<file path="src/rtl/unit_ctl_pkg.sv">
// Package: shared constants for the engine command / interrupt-cause unit.
// Assumes a 16-bit host word; field positions are fixed by the host software.
package unit_ctl_pkg;
    localparam int WORD_W    = 16;
    localparam int CU_CODE_W = 4;
    localparam int RU_CODE_W = 3;
    localparam int EVT_W     = 6;

    typedef enum logic {
        ADDR_STATUS = 1'b0,
        ADDR_CMD    = 1'b1
    } word_sel_e;

    // Cause bits that exist and can be acknowledged.
    localparam logic [WORD_W-1:0] CAUSE_MASK = 16'hFD00;

    // Command word field positions.
    localparam int CU_LSB   = 4;
    localparam int RU_LSB   = 0;
    localparam int MASK_BIT = 8;
    localparam int SWI_BIT  = 9;
    localparam int SWI_CAUSE = 10;

    // Legal command codes, one bit per code value.
    localparam logic [(1<<CU_CODE_W)-1:0] CU_LEGAL = 16'h00F6; // 1,2,4,5,6,7
    localparam logic [(1<<RU_CODE_W)-1:0] RU_LEGAL = 8'hD6;    // 1,2,4,6,7
endpackage

</file>
<file path="src/rtl/cause_bank.sv">
// Cause register bank: holds interrupt causes, set by events, cleared by
// write-one acknowledge. Assumes set/ack are single-cycle qualified vectors.
// A set wins over an acknowledge on the same bit in the same cycle.
module cause_bank #(
    parameter int                 W    = 16,
    parameter logic [W-1:0]       MASK = 16'hFD00
) (
    input  logic         clk,
    input  logic         rst_n,
    input  logic [W-1:0] set_vec,
    input  logic [W-1:0] ack_vec,
    output logic [W-1:0] cause_q
);
    logic [W-1:0] cause_d;

    // Next cause value: keep unacknowledged bits, add new events.
    always_comb begin
        cause_d = (set_vec | (cause_q & ~ack_vec)) & MASK;
    end

    // Cause storage.
    always_ff @(posedge clk) begin
        if (!rst_n) cause_q <= '0;
        else        cause_q <= cause_d;
    end
endmodule

</file>
<file path="src/rtl/cmd_field.sv">
// One self-clearing command field. Accepts a legal nonzero code only while
// idle, pulses a strobe once when it loads, and clears on the engine accept.
// Assumes accept is a single-cycle pulse from the engine.
module cmd_field #(
    parameter int                  W     = 4,
    parameter logic [(1<<W)-1:0]   LEGAL = '1
) (
    input  logic         clk,
    input  logic         rst_n,
    input  logic         wr_en,
    input  logic [W-1:0] wr_code,
    input  logic         accept,
    output logic [W-1:0] code_q,
    output logic         strobe_q
);
    logic busy;
    logic load;

    // Decode whether a write may load the field.
    always_comb begin
        busy = (code_q != '0);
        load = wr_en && !busy && (wr_code != '0) && LEGAL[wr_code];
    end

    // Field and strobe registers.
    always_ff @(posedge clk) begin
        if (!rst_n) begin
            code_q   <= '0;
            strobe_q <= 1'b0;
        end else begin
            strobe_q <= load;
            if (busy && accept) code_q <= '0;
            else if (load)      code_q <= wr_code;
        end
    end
endmodule

</file>
<file path="src/rtl/unit_ctl_regs.sv">
// Top: host-visible status and command words for two engines.
// Assumes one host access per cycle; reads are combinational on bus_addr.
module unit_ctl_regs
    import unit_ctl_pkg::*;
(
    input  logic                 clk,
    input  logic                 rst_n,
    input  logic                 bus_sel,
    input  logic                 bus_wr,
    input  logic                 bus_addr,
    input  logic [WORD_W-1:0]    bus_wdata,
    output logic [WORD_W-1:0]    bus_rdata,
    input  logic [EVT_W-1:0]     hw_evt,
    input  logic [1:0]           cu_state,
    input  logic [3:0]           ru_state,
    output logic                 cu_cmd_strobe,
    output logic [CU_CODE_W-1:0] cu_cmd_code,
    input  logic                 cu_accept,
    output logic                 ru_cmd_strobe,
    output logic [RU_CODE_W-1:0] ru_cmd_code,
    input  logic                 ru_accept
    ,
    output logic                 irq_out
);
    logic              wr_status;
    logic              wr_cmd;
    logic [WORD_W-1:0] set_vec;
    logic [WORD_W-1:0] ack_vec;
    logic [WORD_W-1:0] cause_q;
    logic              mask_q;

    // Decode host writes per word.
    always_comb begin
        wr_status = bus_sel && bus_wr && (bus_addr == ADDR_STATUS);
        wr_cmd    = bus_sel && bus_wr && (bus_addr == ADDR_CMD);
    end

    // Map engine events and the software request onto cause positions.
    always_comb begin
        set_vec            = '0;
        set_vec[15]        = hw_evt[5];
        set_vec[14]        = hw_evt[4];
        set_vec[13]        = hw_evt[3];
        set_vec[12]        = hw_evt[2];
        set_vec[11]        = hw_evt[1];
        set_vec[8]         = hw_evt[0];
        set_vec[SWI_CAUSE] = wr_cmd && bus_wdata[SWI_BIT];
        ack_vec            = wr_status ? bus_wdata : '0;
    end

    cause_bank #(.W(WORD_W), .MASK(CAUSE_MASK)) u_cause (
        .clk     (clk),
        .rst_n   (rst_n),
        .set_vec (set_vec),
        .ack_vec (ack_vec),
        .cause_q (cause_q)
    );

    cmd_field #(.W(CU_CODE_W), .LEGAL(CU_LEGAL)) u_cu_field (
        .clk      (clk),
        .rst_n    (rst_n),
        .wr_en    (wr_cmd),
        .wr_code  (bus_wdata[CU_LSB +: CU_CODE_W]),
        .accept   (cu_accept),
        .code_q   (cu_cmd_code),
        .strobe_q (cu_cmd_strobe)
    );

    cmd_field #(.W(RU_CODE_W), .LEGAL(RU_LEGAL)) u_ru_field (
        .clk      (clk),
        .rst_n    (rst_n),
        .wr_en    (wr_cmd),
        .wr_code  (bus_wdata[RU_LSB +: RU_CODE_W]),
        .accept   (ru_accept),
        .code_q   (ru_cmd_code),
        .strobe_q (ru_cmd_strobe)
    );

    // Global interrupt mask, rewritten by every command-word write.
    always_ff @(posedge clk) begin
        if (!rst_n)      mask_q <= 1'b0;
        else if (wr_cmd) mask_q <= bus_wdata[MASK_BIT];
    end

    // Read mux for the two words.
    always_comb begin
        if (bus_addr == ADDR_STATUS)
            bus_rdata = cause_q | {8'h00, cu_state, ru_state, 2'b00};
        else
            bus_rdata = {6'b0, 1'b0, mask_q, cu_cmd_code, 1'b0, ru_cmd_code};
    end

    // Level interrupt.
    always_comb begin
        irq_out = !mask_q && (cause_q != '0);
    end
endmodule

</file>
<file path="config.mk">
export PLATFORM = sky130hd
export DESIGN_NAME = unit_ctl_regs
export DESIGN_NICKNAME = d
export VERILOG_FILES = /design/src/rtl/unit_ctl_pkg.sv /design/src/rtl/cause_bank.sv /design/src/rtl/cmd_field.sv /design/src/rtl/unit_ctl_regs.sv
export SDC_FILE = /design/constraint.sdc
export NUM_CORES = 1
export LEC_CHECK = 0
export BUFFER_PORTS_ARGS = -buffer_cell sky130_fd_sc_hd__buf_2
export CORE_MARGIN = 4
export CORE_UTILIZATION = 46
export CTS_BUF_LIST = sky130_fd_sc_hd__clkbuf_8
export DETAILED_ROUTE_END_ITERATION = 8
export HOLD_SLACK_MARGIN = 0.05
export PLACE_DENSITY = 0.87
export SLEW_MARGIN = 20
export SYNTH_ARGS = -nofsm -noshare
export SYNTH_HDL_FRONTEND = slang
export SYNTH_SLANG_ARGS = --single-unit
export TNS_END_PERCENT = 50
</file>
<file path="constraint.sdc">
create_clock -name clk -period 3.1 [get_ports clk]
set_input_delay 0 -clock clk [delete_from_list [all_inputs] [get_ports clk]]
set_output_delay 0 -clock clk [all_outputs]
set_load 0.03 [all_outputs]
</file>
==> run summary <==
The total number of vias came out at 973. The worst-skew pair later-pin latency is 250 ps. The average vias per placed instance came out at 5.121.

The design draws 0.0005206 W. The clock-pin transition on the worst setup and hold timing paths is 60 ps. Yosys attributes the largest share of cell area to sky130_fd_sc_hd__dfxtp_1 37%, sky130_fd_sc_hd__nor2b_1 7.5%, sky130_fd_sc_hd__mux2_2 7.3%. The worst clock skew is 6.376 ps. Setup repair after global routing left no endpoint under its margin.

The number of filler cells placed in the layout is 146. During I/O placement, the number of pins put on the boundary was 61. The peak supply drop is 0.3268 mV. The number of global-route vias before repair is 968.

The routed wire length per instance is 13.26 um. The first-pass detailed-route iteration total came out at 4. The row count came out at 15. The power density over cell area came out at 387.8 mW/mm^2. Setup violations remaining at the end of the flow were counted as 0. The initial utilization of the core area, before any placement, comes to 0.5065. After routing, the total negative slack on setup checks comes to 0 ps. The synthesized design spends more area on one cell type than any other, namely sky130_fd_sc_hd__dfxtp_1. The worst-path maximum fanout came out at 5. In the global route stage, overall resource usage came out at 0.1965. The worst setup path is launched from a flip-flop. The final critical path time including I/O delays and setup came out at 1223 ps.

The run finished with clean final reports. The portion of the clock cycle consumed by the worst path in the final layout came out at 0.3944. The portion of netlist area occupied by mux cells is 0.08412. For this run, the post-layout net count is 204. In this run the static leakage power is 0.6672 nW. The area fraction of the dominant cell type after synthesis came out at 0.3691. The sequential area share after synthesis is 0.3691. Of the total synthesized cell area, the portion taken by AND, OR, NAND and NOR gates is 0.2049.

Static timing analysis puts the maximum clock frequency at 817.8 MHz. The initial antenna violation count came to 0. The count of state elements after synthesis came out at 17. The TritonCTS buffer count came out at 3. The proportion of layout cells with a drive suffix above 1 is 0.4242.

The repair_antennas step left the layout with diodes totalling 0. After global routing the overflow that remains totals 0. TritonCTS built the clock tree.

The number of resized instances in the post-cts repair step is 0. The number of different library cells used by synthesis comes to 30. The required time at the endpoint of the critical path came out at 3260 ps.

The maximum buffer depth of the clock tree came out at 2. Relative to the synthesized area, the layout overhead comes to 45.59%. The die is 52.78 um wide.

The critical path arrival is 1390 ps. The die is 52.78 um tall. The synthesized net count is 138. The clock net sink count is 17. CTS built an H-tree with a depth of 1. The number of pins with negative max-slew slack in the final report is 0. During synthesis, Yosys emitted a total of 0 warnings.

The placeable core region is 0.001821 mm^2. The clock tree root buffer cell is sky130_fd_sc_hd__clkbuf_8. The path category of the worst min-delay check is input port to flip-flop. Counting every instance in the synthesized netlist gives 100. The detailed router finished its first iteration with 14 violations. The total DRC errors in the routed layout is 0. By area, the combinational part of the netlist is dominated by compound AO/OA/AOI/OAI gates. The final weighted congestion in routability-driven placement is 0.7087.

The number of nets still failing antenna checks after routing is 0. STA classifies the critical path endpoint as a flip-flop. The final number of hold-violating endpoints came out at 0. The compound-gate portion of the synthesized area is 0.2307. The area of the mapped netlist is 922.1 um^2. The mean area per synthesized cell came out at 9.221 um^2. The final wirelength came out at 2520 um.

The worst hold margin is 50.97 ps. The number of buffers inserted by port buffering came out at 58. The sum of net half-perimeters after detailed placement is 1897 um.

The die covers 0.002785 mm^2. Across the run, the number of max-cap violations was 0. Of the total synthesized cell area, the portion taken by full adders, half adders and majority gates is 0.04071. Entering global routing, the biggest net connects 20 pins.

The critical path is of the flip-flop to flip-flop type. The first-pass GRT wire length came out at 4119 um. The xor-xnor portion of the synthesized cell area is 0.
logic make-up after synthesis:
family | Yosys count
and+or+nand+nor | 29
DFF | 17
buffers and inverters | 14
adders and majority gates | 3
muxes | 7
AOI/OAI and AO/OA | 29
other | 1
cells in the final DEF, fill, tap and decap left out, drive strengths merged, types with 2 or more instances in the layout:
cell type    instances
nor3b                2
o21a                 6
nor2                 3
ha                   3
a211oi               2
nand2                2
and2                 2
mux2                 6
a21boi               7
nor2b               11
clkbuf               3
a21oi                3
dfxtp               17
dlygate4sd3          8
inv                  9
o2111ai              2
nor4                 2
a31oi                2
o2111a               2
nor3                 2
and3                 2
buf                 58
o21ai                4
final cells by class:
cell class                 instances  area, um^2  area share
tap                               25       31.28     0.02330
clock inverter                     1       5.005    0.003728
inverter                           9       33.78     0.02516
timing repair buffer              66       370.4      0.2759
clock buffer                       3       41.29     0.03075
sequential                        17       340.3      0.2535
multi-input combinational         69       520.5      0.3877
worst max-delay path, stage by stage, from the launching register on:
cell,delay (ps)
sky130_fd_sc_hd__dfxtp_1,360
sky130_fd_sc_hd__nor4_4,370
sky130_fd_sc_hd__o211ai_2,150
sky130_fd_sc_hd__a211oi_1,250
final timing paths:
path,start,endpoint,slack (ps),cells past startpoint
max,u_cu_field.code_q[0],u_cu_field.code_q[1],1880,3
min,bus_wdata[0],u_ru_field.code_q[0],50,3
max reg2reg,u_cu_field.code_q[0],u_cu_field.code_q[1],1880,3
min reg2reg,u_ru_field.code_q[0],u_ru_field.code_q[0],480,2
what timing repair did:
item	CTS	global route
hold buffers	8	0
hold endpoints to repair	8	0
setup buffers	0	0
stage by stage:
step | setup WS, ps | util | std cells | area (um^2)
detailed placement | 1883 | 0.6680 | 178 | 1216
global route | 1761 | 0.7375 | 190 | 1343
CTS | 1865 | 0.7375 | 190 | 1343
floorplan | 1863 | - | 100 | 922.1
global placement | 1924 | 0.6680 | 178 | 1216
finish | 1877 | 0.7375 | 190 | 1343
where the power goes:
part | internal (W) | switching (W) | leakage [nW] | total (W)
Combinational | 0.0000536 | 0.0000663 | 0.502 | 0.000120
Sequential | 0.000227 | 0.00000718 | 0.139 | 0.000235
Clock | 0.0000892 | 0.0000769 | 0.0255 | 0.000166
flip-flops by register name, summed over array words and instances (netlist names):
signal,flops
mask_q,1
u_cause.cause_q,7
u_cu_field.code_q,4
u_cu_field.strobe_q,1
u_ru_field.code_q,3
u_ru_field.strobe_q,1
synthesized netlist by cell type (all sizes together):
library cell and count:
dfxtp 17, nor2b 11, inv 9, a21boi 7
mux2 6, o21a 6, o21ai 4, a21oi 3
buf 3, ha 3, nor2 3, a211oi 2
a31oi 2, and2 2, and3 2, clkbuf 2
nand2 2, nor3 2, nor3b 2, nor4 2
o2111a 2, o2111ai 2, and3b 1, and4b 1
conb 1, mux2i 1, nand3 1, o211ai 1
layer usage:
layer / GRT usage / routed length, um / vias up
met5: 0 / 0 / -
met4: 0.07660 / 36 / 0
met3: 0.03134 / 221 / 4
met2: 0.3678 / 1328 / 46
met1: 0.2161 / 935 / 442
li1: - / - / 481
Power figures use the tool's default switching activity.
